===== src/rtl/sa2_cache_pkg.sv =====
package sa2_cache_pkg;

  // Number of ways; the replacement scheme (one use bit per set) assumes two.
  localparam int unsigned NUM_WAYS = 2;

  typedef enum logic [1:0] {
    ST_IDLE  = 2'd0,
    ST_FILL  = 2'd1,
    ST_STORE = 2'd2
  } ctrl_state_e;

endpackage


===== src/rtl/sa2_cache_way.sv =====
module sa2_cache_way #(
  parameter int unsigned TAG_W  = 28,
  parameter int unsigned DATA_W = 32,
  parameter int unsigned SETS   = 4,
  localparam int unsigned IDX_W = $clog2(SETS)
) (
  input  logic              clk,
  input  logic              rst_n,
  input  logic [IDX_W-1:0]  lk_idx,
  input  logic [TAG_W-1:0]  lk_tag,
  input  logic              wr_en,
  input  logic [TAG_W-1:0]  wr_tag,
  input  logic [DATA_W-1:0] wr_data,
  output logic              hit,
  output logic              line_vld,
  output logic [DATA_W-1:0] rdata
);

  logic [SETS-1:0]   vld_q;
  logic [SETS-1:0]   vld_d;
  logic [TAG_W-1:0]  tag_q  [SETS];
  logic [DATA_W-1:0] data_q [SETS];

  always_comb begin
    vld_d = vld_q;
    if (wr_en) vld_d[lk_idx] = 1'b1;
  end

  always_ff @(posedge clk or negedge rst_n) begin
    if (!rst_n) begin
      vld_q <= '0;
    end else if (wr_en) begin
      vld_q <= vld_d;
    end
  end

  // Tag and data storage carry no reset; the valid bit qualifies them.
  always_ff @(posedge clk) begin
    if (wr_en) begin
      tag_q[lk_idx]  <= wr_tag;
      data_q[lk_idx] <= wr_data;
    end
  end

  assign line_vld = vld_q[lk_idx];
  assign hit      = line_vld && (tag_q[lk_idx] == lk_tag);
  assign rdata    = data_q[lk_idx];

endmodule


===== src/rtl/sa2_cache_lru.sv =====
module sa2_cache_lru #(
  parameter int unsigned SETS = 4,
  localparam int unsigned IDX_W = $clog2(SETS)
) (
  input  logic             clk,
  input  logic             rst_n,
  input  logic [IDX_W-1:0] lk_idx,
  input  logic             upd_en,
  input  logic             upd_way,
  output logic             lru_way
);

  logic [SETS-1:0] use_q;
  logic [SETS-1:0] use_d;

  // The use bit names the way to replace next: the one not just touched.
  always_comb begin
    use_d = use_q;
    if (upd_en) use_d[lk_idx] = ~upd_way;
  end

  always_ff @(posedge clk or negedge rst_n) begin
    if (!rst_n) begin
      use_q <= '0;
    end else if (upd_en) begin
      use_q <= use_d;
    end
  end

  assign lru_way = use_q[lk_idx];

endmodule


===== src/rtl/sa2_cache_ctrl.sv =====
module sa2_cache_ctrl
  import sa2_cache_pkg::*;
(
  input  logic clk,
  input  logic rst_n,
  input  logic req_valid,
  input  logic req_write,
  input  logic hit,
  input  logic mem_ack,
  output logic stall,
  output logic mem_rd_req,
  output logic mem_wr_req,
  output logic fill_en,
  output logic store_upd,
  output logic lookup_upd
);

  ctrl_state_e state_q;
  ctrl_state_e state_d;

  always_comb begin
    state_d    = state_q;
    stall      = 1'b0;
    mem_rd_req = 1'b0;
    mem_wr_req = 1'b0;
    fill_en    = 1'b0;
    store_upd  = 1'b0;
    lookup_upd = 1'b0;
    unique case (state_q)
      ST_IDLE: begin
        if (req_valid) begin
          if (req_write) begin
            stall   = 1'b1;
            state_d = ST_STORE;
          end else if (hit) begin
            lookup_upd = 1'b1;
          end else begin
            stall   = 1'b1;
            state_d = ST_FILL;
          end
        end
      end
      ST_FILL: begin
        stall      = 1'b1;
        mem_rd_req = 1'b1;
        if (mem_ack) begin
          fill_en = 1'b1;
          state_d = ST_IDLE;
        end
      end
      ST_STORE: begin
        mem_wr_req = 1'b1;
        stall      = ~mem_ack;
        if (mem_ack) begin
          store_upd = hit;
          state_d   = ST_IDLE;
        end
      end
      default: state_d = ST_IDLE;
    endcase
  end

  always_ff @(posedge clk or negedge rst_n) begin
    if (!rst_n) begin
      state_q <= ST_IDLE;
    end else begin
      state_q <= state_d;
    end
  end


  rd_hold_chk: assert property (@(posedge clk) disable iff (!rst_n)
    (mem_rd_req && !mem_ack) |=> mem_rd_req);


  wr_hold_chk: assert property (@(posedge clk) disable iff (!rst_n)
    (mem_wr_req && !mem_ack) |=> mem_wr_req);

endmodule


===== src/rtl/sa2_cache.sv =====
module sa2_cache
  import sa2_cache_pkg::*;
#(
  parameter int unsigned ADDR_W = 32,
  parameter int unsigned DATA_W = 32,
  parameter int unsigned SETS   = 4
) (
  input  logic              clk,
  input  logic              rst_n,
  input  logic              req_valid,
  input  logic              req_write,
  input  logic [ADDR_W-1:0] req_addr,
  input  logic [DATA_W-1:0] req_wdata,
  output logic [DATA_W-1:0] rsp_rdata,
  output logic              rsp_hit,
  output logic              stall,
  output logic              mem_rd_req,
  output logic              mem_wr_req,
  output logic [ADDR_W-1:0] mem_addr,
  output logic [DATA_W-1:0] mem_wdata,
  input  logic              mem_ack,
  input  logic [DATA_W-1:0] mem_rdata
);

  localparam int unsigned OFF_W = $clog2(DATA_W / 8);
  localparam int unsigned IDX_W = $clog2(SETS);
  localparam int unsigned TAG_W = ADDR_W - IDX_W - OFF_W;

  logic [TAG_W-1:0] lk_tag;
  logic [IDX_W-1:0] lk_idx;
  logic             unused_off;

  assign lk_tag     = req_addr[ADDR_W-1 -: TAG_W];
  assign lk_idx     = req_addr[OFF_W +: IDX_W];
  assign unused_off = ^req_addr[OFF_W-1:0];

  logic [NUM_WAYS-1:0] way_hit;
  logic [NUM_WAYS-1:0] way_vld;
  logic [NUM_WAYS-1:0] way_wr;
  logic [DATA_W-1:0]   way_rdata [NUM_WAYS];

  logic              hit;
  logic              hit_way;
  logic              lru_way;
  logic              victim;
  logic              fill_en;
  logic              store_upd;
  logic              lookup_upd;
  logic [DATA_W-1:0] wr_word;

  assign hit     = |way_hit;
  assign hit_way = way_hit[1];
  assign wr_word = fill_en ? mem_rdata : req_wdata;

  // Fill an empty way first (way 0 before way 1), else the LRU way.
  always_comb begin
    if (!way_vld[0])      victim = 1'b0;
    else if (!way_vld[1]) victim = 1'b1;
    else                  victim = lru_way;
  end

  for (genvar w = 0; w < NUM_WAYS; w++) begin : g_way
    assign way_wr[w] = (fill_en && (victim == w[0])) ||
                       (store_upd && way_hit[w]);

    sa2_cache_way #(
      .TAG_W (TAG_W),
      .DATA_W(DATA_W),
      .SETS  (SETS)
    ) u_way (
      .clk     (clk),
      .rst_n   (rst_n),
      .lk_idx  (lk_idx),
      .lk_tag  (lk_tag),
      .wr_en   (way_wr[w]),
      .wr_tag  (lk_tag),
      .wr_data (wr_word),
      .hit     (way_hit[w]),
      .line_vld(way_vld[w]),
      .rdata   (way_rdata[w])
    );
  end

  sa2_cache_lru #(
    .SETS(SETS)
  ) u_lru (
    .clk    (clk),
    .rst_n  (rst_n),
    .lk_idx (lk_idx),
    .upd_en (lookup_upd || fill_en || store_upd),
    .upd_way(fill_en ? victim : hit_way),
    .lru_way(lru_way)
  );

  sa2_cache_ctrl u_ctrl (
    .clk       (clk),
    .rst_n     (rst_n),
    .req_valid (req_valid),
    .req_write (req_write),
    .hit       (hit),
    .mem_ack   (mem_ack),
    .stall     (stall),
    .mem_rd_req(mem_rd_req),
    .mem_wr_req(mem_wr_req),
    .fill_en   (fill_en),
    .store_upd (store_upd),
    .lookup_upd(lookup_upd)
  );

  assign rsp_hit   = req_valid && hit;
  assign rsp_rdata = hit_way ? way_rdata[1] : way_rdata[0];
  assign mem_addr  = {lk_tag, lk_idx, {OFF_W{1'b0}}};
  assign mem_wdata = req_wdata;


  single_way_hit_chk: assert property (@(posedge clk) disable iff (!rst_n)
    $onehot0(way_hit));


  fill_then_hit_chk: assert property (@(posedge clk) disable iff (!rst_n)
    (fill_en && req_valid) |=> (rsp_hit || !req_valid));


  store_miss_no_alloc_chk: assert property (@(posedge clk) disable iff (!rst_n)
    (mem_wr_req && !hit) |-> (way_wr == '0));

endmodule


===== config.mk =====
export PLATFORM = sky130hd
export DESIGN_NAME = sa2_cache
export DESIGN_NICKNAME = d
export VERILOG_FILES = /design/src/rtl/sa2_cache_pkg.sv /design/src/rtl/sa2_cache_way.sv /design/src/rtl/sa2_cache_lru.sv /design/src/rtl/sa2_cache_ctrl.sv /design/src/rtl/sa2_cache.sv
export SDC_FILE = /design/constraint.sdc
export NUM_CORES = 1
export LEC_CHECK = 0
export CORE_ASPECT_RATIO = 0.6
export CORE_MARGIN = 3
export CORE_UTILIZATION = 40
export CTS_CLUSTER_DIAMETER = 120
export CTS_CLUSTER_SIZE = 16
export DETAILED_ROUTE_END_ITERATION = 16
export PLACE_DENSITY = 0.68
export SYNTH_ARGS = -nofsm -noshare
export SYNTH_HDL_FRONTEND = slang
export SYNTH_SLANG_ARGS = --single-unit

===== constraint.sdc =====
create_clock -name clk -period 16.47 [get_ports clk]
set_clock_uncertainty 0.1 [all_clocks]
set_input_delay 4.1175 -clock clk [delete_from_list [all_inputs] [get_ports clk]]
set_output_delay 4.1175 -clock clk [all_outputs]
set_load 0.03 [all_outputs]

==> summary.md <==
| Metric | Value |
|---|---|
| Status | `complete, no violations` |
| Async SR Flop Fraction | `2.83%` |
| Critical path peak fanout | `73` |
| Largest net degree at the start of global routing | `74` |
| Share of layout cells above drive strength 1 | `roughly a fifth` |
| Setup TNS | `0 ns` |
| H-Tree Depth | `2` |
| Routed wl met3 | `2740 um` |
| Congestion Overflow GR | `0` |
| WP data required | `between 10 and 15 ns` |
| Routed Antenna Nets | `0` |
| DR vias/cell | `~5.3` |
| Worst path max stage delay | `just under 0.7 ns` |
| Slew Limit Fails | `0` |
| TritonCTS clock tree | `yes` |
| Via count | `between 9000 and 10000` |
| Seq cells post-synth | `494` |
| Pleak | `7.53 nW` |
| Peak VDD IR | `~0.000056 V` |
| Core Area | `~50000 sq um` |
| Root Driver | `clkbuf_16` |
| Chip height | `182 um` |
| Critical Path Source Type | `input pin` |
| Yosys top cell area share | `70.0%` |
| CP arrival | `around 9 ns` |
| Post-DP HPWL | `~26000 um` |
| Initial Util | `between 40% and 50%` |
| Type of the worst setup path | `input pin to output port` |
| Top Layer Used | `met5` |
| Max-cap violations | `0` |
| Synthesized area | `a little over 20000 sq um` |
| CTS hold repair buffers | `0` |
| Post-route setup slack | `~3.2 ns` |
| Syn Area/Cell | `19.9 sq um` |
| CP max-delay cell | `buf_4` |
| Dominant synthesized flop cell | `edfxtp_1` |
| I/O pin cnt | `roughly 200` |
| Iter 0 DRT Violations | `892` |
| Non-Filler Instances | `1885` |
| Clock transition at path regs | `0.07 ns` |
| DIE AREA | `approximately 54000 sq um` |
| Crit path time final | `between 10 and 15 ns` |
| Worst Setup End Kind | `output port` |
| DRC errors left | `0` |
| Final hold violation count | `0` |
| Slew at the pin closest to its max-slew limit | `around 1.1 ns` |
| RSZ-0062 raised after global routing | `false` |
| Maximum root-to-sink buffer count | `3` |
| Die width | `around 300 um` |
| Drt total wl | `between 40000 and 50000 um` |
| Placed Area | `roughly 23000 sq um` |
| Floorplan row count | `63` |
| Hold/Removal Path Class | `flop to flop` |
| Worst skew pair latency | `0.56 ns` |
| First-pass GRT wire length | `roughly 66000 um` |
| Max-slew headroom | `27.8%` |
| CTS Sinks | `around 490` |
| Fmax | `0.0756 GHz` |
| Pwr dens | `~110 nW/um^2` |
| Sequential area share after synthesis | `a little under three quarters` |
| Final period util | `between 80% and 90%` |
| Hold Startpoint | `g_way[1].u_way.vld_q[1]` |
| Initial antenna violation count | `1` |
| Crit path from | `req_addr[2]` |
| Final Net Count | `around 1300` |
| Post-CTS setup buffers | `0` |
| Netlist cell types | `68` |
| Number of global-route vias before repair | `10300` |
| Pre-antenna DRT Iters | `5` |
| Pre-CTS setup slack | `3.20 ns` |
| Ranking of synthesized cells by area | `edfxtp_1 70%, mux4_2 11%, mux2_2 3.3%` |
| CP Cell Sequence | `clkbuf_8 > buf_4 > mux4_2 > xnor2_1 > o21ai_0 > nor4_1 > and3_2 > buf_4 > mux2_1 > clkdlybuf4s50_1` |
| ANT cells | `0` |
| Final Cell Area | `roughly 24000 sq um` |
| RD Place Congestion | `about 0.79` |
| Wl on met1 | `20000 um` |
| Count of final setup violators | `0` |
| CTS buffer count | `36` |
| # resized after CTS | `0` |
| Post-synth top area cell | `edfxtp_1` |
| Overall global routing resource usage | `between 10% and 20%` |
| WL/cell | `23.1 um` |
| Area growth syn-to-layout | `16.2%` |
| Yosys warning count | `0` |
| Port Buf Inserts | `roughly 200` |
| FILL cells | `~4200` |
| Cell repeated most along the worst path | `buf_4` |
| Inst Count DP | `between 1500 and 2000` |
| Worst r2r src | `g_way[1].u_way.tag_q[3][16]` |
| Post-Syn Instances | `1034` |
| Met2 WL | `just over 20000 um` |
| Post-synth EDFFs | `480` |
-- final timing paths --
kind | depth (start not counted) | slack [ns] | to
worst max register to register | 9 | 11.07 | g_way[1].u_way.tag_q[3][14]
worst min register to register | 1 | 0.38 | g_way[1].u_way.vld_q[1]
worst max-delay path | 10 | 3.24 | rsp_rdata[25]
min in group asynchronous | 1 | 3.89 | g_way[1].u_way.vld_q[1]
worst min-delay path | 1 | 0.38 | g_way[1].u_way.vld_q[1]
max in group asynchronous | 1 | 11.92 | u_ctrl.state_q[1]
-- state kept, by name, indices dropped and copies added (netlist names) --
signal / cells
g_way.u_way.data_q: 256
g_way.u_way.tag_q: 224
g_way.u_way.vld_q: 8
u_ctrl.state_q: 2
u_lru.use_q: 4
-- cells by family after synthesis --
group,after synthesis,share of synthesized area [%]
buf+inv,112,3.67
compound gates,61,2.05
simple gates,106,2.84
fa+ha+maj,4,0.243
mux,210,17.4
other cells,1,0.0182
xor+xnor,46,2.03
flops,494,71.7
-- cell usage in the layout, fill, tap and decap left out, types with 3 or more instances in the layout --
| cell type | n |
|---|---|
| nor2_1 | 18 |
| mux2_2 | 61 |
| o21bai_1 | 4 |
| clkdlybuf4s50_1 | 194 |
| o22ai_1 | 3 |
| nor3_1 | 5 |
| xor2_1 | 6 |
| mux4_1 | 7 |
| nand2b_1 | 5 |
| nand3_1 | 3 |
| mux4_2 | 103 |
| ha_1 | 4 |
| inv_1 | 8 |
| o21ai_0 | 7 |
| buf_4 | 15 |
| o21bai_2 | 4 |
| clkbuf_1 | 21 |
| nand4_1 | 14 |
| mux2_1 | 5 |
| nand2_1 | 22 |
| a211oi_1 | 3 |
| clkbuf_16 | 38 |
| a21oi_1 | 16 |
| o21ai_1 | 5 |
| dfrtp_1 | 14 |
| nor2_4 | 8 |
| xnor2_1 | 38 |
| o2bb2ai_1 | 3 |
| nor4_1 | 3 |
| nor2b_1 | 5 |
| mux2i_1 | 34 |
| edfxtp_1 | 480 |
-- per-stage QoR --
step / util, % / hold WS [ns] / power, mW
after detailed placement: 45.6 / 0.360 / 1.88
after CTS: 47.7 / 0.380 / 2.72
after global placement: 45.6 / 0.351 / 1.87
after floorplan: - / 0.336 / 1.74
final: 47.7 / 0.376 / 2.69
after global routing: 47.7 / 0.407 / 2.80
-- routing by layer --
metal | vias up | track usage, %
li1 | 4425 | -
met1 | 5226 | 23.3
met2 | 263 | 24.9
met3 | 40 | 3.68
met4 | 2 | 2.70
met5 | - | 0
-- critical path, delay by kind of cell --
kind            cells  cell delay (ns)
compound gates      1             0.14
xor+xnor            1             0.27
mux                 2             1.03
simple gates        2             0.88
buf+inv             4             2.45
-- area by class of cell --
cell class                 instances  area [sq um]  share of cell area (%)
tap                              682           853                    3.57
timing repair buffer             211          2080                    8.69
clock buffer                      60          1040                    4.36
inverter                           8          30.0                   0.126
clock inverter                     1          16.3                  0.0680
multi-input combinational        429          5130                    21.5
sequential                       494         14800                    61.7
-- report_power, final --
part           switching (mW)  leakage (nW)  internal [mW]
clock                   0.405         0.507          0.434
combinational           0.220          2.53          0.151
sequential             0.0168          4.49           1.46
-- cells in the mapped netlist, types with 4 or more instances --
library cell	count
buf_4	69
mux4_1	7
mux2_2	61
nor2_1	26
buf_1	5
buf_6	5
dfrtp_1	14
mux2i_1	34
edfxtp_1	480
o21ai_1	5
o21bai_1	4
o21bai_2	4
nand4_1	14
a21oi_1	16
inv_1	8
mux4_2	103
clkbuf_1	14
xor2_1	6
o21ai_0	7
buf_2	9
nand2b_1	5
ha_1	4
mux2_1	5
nor3_1	5
xnor2_1	38
nand2_1	23
nor2b_1	5
Power figures use the tool's default switching activity.
